<file path="src/rtl/alu_flag_pkg.sv">
package alu_flag_pkg;

   typedef enum logic [3:0] {
      OP_AND = 4'h0,
      OP_EOR = 4'h1,
      OP_SUB = 4'h2,
      OP_RSB = 4'h3,
      OP_ADD = 4'h4,
      OP_ADC = 4'h5,
      OP_SBC = 4'h6,
      OP_RSC = 4'h7,
      OP_TST = 4'h8,
      OP_TEQ = 4'h9,
      OP_CMP = 4'hA,
      OP_CMN = 4'hB,
      OP_ORR = 4'hC,
      OP_MOV = 4'hD,
      OP_BIC = 4'hE,
      OP_MVN = 4'hF
   } alu_op_e;

   typedef struct packed {
      logic n;
      logic z;
      logic c;
      logic v;
   } nzcv_t;

   // test opcodes occupy 8..11
   function automatic logic op_is_test(input logic [3:0] op);
      return op[3:2] == 2'b10;
   endfunction

   // bitwise family: 0, 1, 8, 9, 12..15
   function automatic logic op_is_bitwise(input logic [3:0] op);
      return (op[3:1] == 3'b000) || (op[3:1] == 3'b100) || (op[3:2] == 2'b11);
   endfunction

endpackage

</file>
<file path="src/rtl/alu_logic_unit.sv">
module alu_logic_unit #(
   parameter int DATA_W = 32
) (
   input  logic [3:0]        op,
   input  logic [DATA_W-1:0] a,
   input  logic [DATA_W-1:0] b,
   output logic [DATA_W-1:0] res
);
   import alu_flag_pkg::*;

   always_comb begin
      unique case (op)
         OP_AND, OP_TST: res = a & b;
         OP_EOR, OP_TEQ: res = a ^ b;
         OP_ORR:         res = a | b;
         OP_MOV:         res = b;
         OP_BIC:         res = a & ~b;
         OP_MVN:         res = ~b;
         default:        res = '0;
      endcase
   end

endmodule

</file>
<file path="src/rtl/alu_arith_unit.sv">
module alu_arith_unit #(
   parameter int DATA_W       = 32,
   parameter bit RIPPLE_ADDER = 1'b0
) (
   input  logic [3:0]        op,
   input  logic [DATA_W-1:0] a,
   input  logic [DATA_W-1:0] b,
   input  logic              carry_flag,
   output logic [DATA_W-1:0] res,
   output logic              carry_out,
   output logic              ovf_out
);
   import alu_flag_pkg::*;

   localparam int MSB = DATA_W - 1;

   logic              swap_ops;
   logic              negate_rhs;
   logic              cy_seed;
   logic [DATA_W-1:0] lhs;
   logic [DATA_W-1:0] rhs;
   logic [DATA_W-1:0] rhs_eff;
   logic [DATA_W-1:0] sum;
   logic              cy_top;

   always_comb begin
      swap_ops   = (op == OP_RSB) || (op == OP_RSC);
      negate_rhs = (op == OP_SUB) || (op == OP_RSB) || (op == OP_SBC) ||
                   (op == OP_RSC) || (op == OP_CMP);
      unique case (op)
         OP_SUB, OP_RSB, OP_CMP: cy_seed = 1'b1;
         OP_ADC, OP_SBC, OP_RSC: cy_seed = carry_flag;
         default:                cy_seed = 1'b0;
      endcase
      lhs     = swap_ops ? b : a;
      rhs     = swap_ops ? a : b;
      rhs_eff = negate_rhs ? ~rhs : rhs;
   end

   generate
      if (RIPPLE_ADDER) begin : g_ripple
         logic [DATA_W:0] cy;
         assign cy[0] = cy_seed;
         for (genvar i = 0; i < DATA_W; i++) begin : g_bit
            assign sum[i]  = lhs[i] ^ rhs_eff[i] ^ cy[i];
            assign cy[i+1] = (lhs[i] & rhs_eff[i]) | (cy[i] & (lhs[i] ^ rhs_eff[i]));
         end
         assign cy_top = cy[DATA_W];
      end else begin : g_wide
         logic [DATA_W:0] wide;
         assign wide   = {1'b0, lhs} + {1'b0, rhs_eff} + {{DATA_W{1'b0}}, cy_seed};
         assign sum    = wide[MSB:0];
         assign cy_top = wide[DATA_W];
      end
   endgenerate

   assign res       = sum;
   assign carry_out = cy_top;
   assign ovf_out   = (lhs[MSB] ^ sum[MSB]) & (rhs_eff[MSB] ^ sum[MSB]);

endmodule

</file>
<file path="src/rtl/alu_flag_select.sv">
module alu_flag_select #(
   parameter int DATA_W    = 32,
   parameter int REG_IDX_W = 4,
   parameter int PC_IDX    = 15
) (
   input  logic [3:0]           op,
   input  logic                 set_flags,
   input  logic [REG_IDX_W-1:0] dest_idx,
   input  logic [DATA_W-1:0]    bit_res,
   input  logic [DATA_W-1:0]    sum_res,
   input  logic                 sum_carry,
   input  logic                 sum_ovf,
   input  logic                 shift_carry,
   input  alu_flag_pkg::nzcv_t  flags_in,
   output logic [DATA_W-1:0]    result,
   output logic                 result_we,
   output alu_flag_pkg::nzcv_t  flags_out,
   output logic                 restore_psr,
   output logic                 undef_op
);
   import alu_flag_pkg::*;

   localparam int MSB = DATA_W - 1;
   localparam logic [REG_IDX_W-1:0] PC_SEL = REG_IDX_W'(PC_IDX);

   logic is_test;
   logic is_bit;
   logic to_pc;
   logic update;

   always_comb begin
      is_test     = op_is_test(op);
      is_bit      = op_is_bitwise(op);
      to_pc       = (dest_idx == PC_SEL);
      result      = is_bit ? bit_res : sum_res;
      undef_op    = is_test && to_pc;
      restore_psr = set_flags && !is_test && to_pc;
      result_we   = !is_test;
      update      = is_test ? !to_pc : (set_flags && !to_pc);
      if (update) begin
         flags_out.n = result[MSB];
         flags_out.z = (result == '0);
         flags_out.c = is_bit ? shift_carry : sum_carry;
         flags_out.v = is_bit ? flags_in.v  : sum_ovf;
      end else begin
         flags_out = flags_in;
      end
   end

endmodule

</file>
<file path="src/rtl/alu_flag_gen.sv">
module alu_flag_gen #(
   parameter int DATA_W       = 32,
   parameter int REG_IDX_W    = 4,
   parameter int PC_IDX       = 15,
   parameter bit RIPPLE_ADDER = 1'b0
) (
   input  logic [3:0]           op_code,
   input  logic [DATA_W-1:0]    opnd_a,
   input  logic [DATA_W-1:0]    opnd_b,
   input  logic                 n_in,
   input  logic                 z_in,
   input  logic                 c_in,
   input  logic                 v_in,
   input  logic                 shift_carry,
   input  logic                 set_flags,
   input  logic [REG_IDX_W-1:0] dest_idx,
   output logic [DATA_W-1:0]    result,
   output logic                 result_we,
   output logic                 n_out,
   output logic                 z_out,
   output logic                 c_out,
   output logic                 v_out,
   output logic                 restore_psr,
   output logic                 undef_op
);
   import alu_flag_pkg::*;

   generate
      if (DATA_W < 2) begin : g_bad_width
         $error("alu_flag_gen: DATA_W must be at least 2");
      end
      if (PC_IDX < 0 || PC_IDX >= (1 << REG_IDX_W)) begin : g_bad_pc
         $error("alu_flag_gen: PC_IDX does not fit in REG_IDX_W bits");
      end
   endgenerate

   logic [DATA_W-1:0] bit_res;
   logic [DATA_W-1:0] sum_res;
   logic              sum_carry;
   logic              sum_ovf;
   nzcv_t             flags_cur;
   nzcv_t             flags_nxt;

   assign flags_cur = '{n: n_in, z: z_in, c: c_in, v: v_in};

   alu_logic_unit #(.DATA_W(DATA_W)) u_logic (
      .op  (op_code),
      .a   (opnd_a),
      .b   (opnd_b),
      .res (bit_res)
   );

   alu_arith_unit #(.DATA_W(DATA_W), .RIPPLE_ADDER(RIPPLE_ADDER)) u_arith (
      .op         (op_code),
      .a          (opnd_a),
      .b          (opnd_b),
      .carry_flag (c_in),
      .res        (sum_res),
      .carry_out  (sum_carry),
      .ovf_out    (sum_ovf)
   );

   alu_flag_select #(.DATA_W(DATA_W), .REG_IDX_W(REG_IDX_W), .PC_IDX(PC_IDX)) u_sel (
      .op          (op_code),
      .set_flags   (set_flags),
      .dest_idx    (dest_idx),
      .bit_res     (bit_res),
      .sum_res     (sum_res),
      .sum_carry   (sum_carry),
      .sum_ovf     (sum_ovf),
      .shift_carry (shift_carry),
      .flags_in    (flags_cur),
      .result      (result),
      .result_we   (result_we),
      .flags_out   (flags_nxt),
      .restore_psr (restore_psr),
      .undef_op    (undef_op)
   );

   assign n_out = flags_nxt.n;
   assign z_out = flags_nxt.z;
   assign c_out = flags_nxt.c;
   assign v_out = flags_nxt.v;

endmodule

</file>
<file path="config.mk">
export PLATFORM = sky130hd
export DESIGN_NAME = alu_flag_gen
export DESIGN_NICKNAME = d
export VERILOG_FILES = /design/src/rtl/alu_flag_pkg.sv /design/src/rtl/alu_logic_unit.sv /design/src/rtl/alu_arith_unit.sv /design/src/rtl/alu_flag_select.sv /design/src/rtl/alu_flag_gen.sv
export SDC_FILE = /design/constraint.sdc
export NUM_CORES = 1
export LEC_CHECK = 0
export BUFFER_PORTS_ARGS = -buffer_cell sky130_fd_sc_hd__buf_4
export CORE_ASPECT_RATIO = 0.6
export CORE_MARGIN = 1
export CORE_UTILIZATION = 64
export DETAILED_ROUTE_END_ITERATION = 16
export PLACE_DENSITY = 0.95
export REMOVE_ABC_BUFFERS = 1
export SLEW_MARGIN = 20
export SYNTH_ARGS = -nofsm -noshare
export SYNTH_HDL_FRONTEND = slang
export SYNTH_HIERARCHICAL = 1
export SYNTH_SLANG_ARGS = --single-unit
</file>
<file path="constraint.sdc">
create_clock -name vclk -period 14.25
set_input_delay 1.425 -clock vclk [all_inputs]
set_output_delay 1.425 -clock vclk [all_outputs]
set_load 0.03 [all_outputs]
</file>
==> metrics.txt <==
vias per inst=6.95; GRT busiest layer=met2; nets@finish=959; max-cap violation count=0; worst hold start=v_in; met2 usage=61.1%; gpl congestion=0.988; total iterations of the first detailed-routing run=6; Worst Path Max Fanout=64; Initial DRC Count=547; Die W=127 um; gr usage total=37.8%; combinational family with the most area after synthesis=compound AO/OA/AOI/OAI gates; worst setup path start=op_code[0]; internal power=190 uW; # rows=26; GR Util met3=6.00%; Synth Area in Simple Gates=14.4%; Leak=0.00323 uW; Core Box Area=8750 um2; peak supply drop=0.0689 mV; post-synth top area cell=ha_1; Logic pwr share=100.0%; clock network power share=0%; DR vias=6438; Ant. Diodes=0; global-route met1 utilization=51.8%; Die H=76.7 um; Fin Setup TNS=0 ns; mux contribution to synthesized area=23.8%; Worst EP arrival=7.02 ns; number of buffers added for setup after CTS=0; initial core utilization=68.1%; NetSw=291 uW; P per Cell Area=70.6 nW/um2; largest net degree at the start of global routing=65; layout cells sized above 1=29.5%; Setup Crit Path Kind=input pin to primary output; Overflow after GRT=0; yosys warns=6; Mapped Cells=738; die area=9710 um2; Final Hold Viols=0; Net Sw Frac=60.5%; first-pass GRT wire length=30100 um; Post-Syn Area=5960 um2; status=completed; CP Data Required Time=12.82 ns; final period utilization=59.2%; routed len/inst=20.5 um; IO Port Bufs=117; hold crit path type=input pin to primary output; critical path startpoint category=input pin; Slew HR=35.8%; Layout area overhead=14.3%; Mapped Avg Cell Area=8.07 um2; Worst Setup End Kind=primary output; Synth Area in Adders=13.9%; hold_buf cts=0; FFs & Latches=0; # clk buffers=0; HPWL after DPL=14300 um; share of the synthesized area in the top cell type=13.2%; # resized after CTS=0; pre-CTS setup slack=5.95 ns; DRC=0; Final Worst Setup Slack=5.81 ns; Antenna Nets Post-Route=0; setup violators final=0; max-slew violation count=0; sequential area share after synthesis=0%; number of global-route vias before repair=6134; DRT Wirelength=19000 um; post-synthesis compound-gate area fraction=30.1%; Least-Margin Pin Slew=0.964 ns; sequential cell fraction of total power=0%; RSZ-0062 raised after global routing=no; IO Pins=117; count of different cell masters after synthesis=65; synth top area cells=ha_1, mux2i_1, o221ai_2; Max Clk Rate=118 MHz; FF/Latch Area=0 um2; XOR/XNOR Fraction of Synth Area=8.53%; min cycle time layout=8.44 ns; initial antenna violation count=0
-- placed cells by master (no fill, tap or decap), types with 29 or more instances in the layout --
master    instances
a21oi_1          29
a22oi_2          30
buf_4           128
ha_1             63
inv_1            74
mux2_2           38
mux2i_1          67
nand2_1          33
nand2b_1         36
o221ai_2         31
o22a_1           31
xor2_1           41
-- cell usage after synthesis, types with 6 or more instances --
cell type   n
a21o_1     11
a21oi_1    29
a22oi_2    30
buf_2      13
buf_6       7
clkbuf_1   25
ha_1       63
inv_1      74
mux2_1     27
mux2_2     38
mux2i_1    67
nand2_1    35
nand2b_1   36
nand3_1     6
nand4_1    13
nor2_1     23
nor2b_1     7
nor3_1      7
nor4_1     16
o21ai_0    11
o21ai_1    13
o221ai_2   31
o22a_1     31
xnor2_1    17
xor2_1     41
-- path summary, 6_finish.rpt --
kind	slack, ns	cells after the start	to
min	3.18	3	v_out
max	5.81	22	z_out
-- worst max-delay path, stage by stage --
cell	delay, ns
buf_4	0.24
nor2b_1	0.21
nand2_2	0.06
buf_4	0.71
mux2i_1	0.32
xnor2_1	0.18
fa_1	0.23
inv_1	0.06
fa_1	0.42
a211oi_1	0.36
o21ai_1	0.20
a32oi_1	0.26
a21o_1	0.22
nor2_1	0.08
a21oi_1	0.22
o21ai_1	0.18
xor2_1	0.19
nor4_1	0.30
nand4_1	0.18
or4b_1	0.56
o211ai_2	0.18
buf_4	0.19
-- area by class of cell --
type / instances / area [um2]
fill: 628 / 1940
inverter: 75 / 282
multi-input combinational: 611 / 5430
tap: 112 / 140
timing repair buffer: 128 / 961
-- per-layer routing --
layer	routed length, um	share of wire (%)
met5	0	0
met4	480	2.5
met3	2120	11
met2	8000	42
met1	8410	44
-- per-stage QoR --
stage	instance area, um2	hold slack [ns]	util [%]	total power (uW)	instances
6_report	6810	3.18	77.8	481	926
5_1_grt	6810	3.21	77.8	509	926
3_5_place_dp	6810	3.18	77.8	466	926
3_3_place_gp	6810	3.18	77.8	456	926
4_1_cts	6810	3.18	77.8	469	926
2_1_floorplan	5690	3.00	-	322	686
-- power groups by stage --
stage	combinational, uW	sequential, uW	clock (uW)
final	481	0	0
after global routing	509	0	0
after CTS	469	0	0
after detailed placement	466	0	0
after global placement	456	0	0
after floorplan	322	0	0
-- cell families after synthesis --
logic type      after synthesis
xor+xnor                     58
buf+inv                     127
simple gates                160
compound gates              195
fa+ha+maj                    65
mux                         133
No activity file was read; power rests on OpenSTA's default activity.
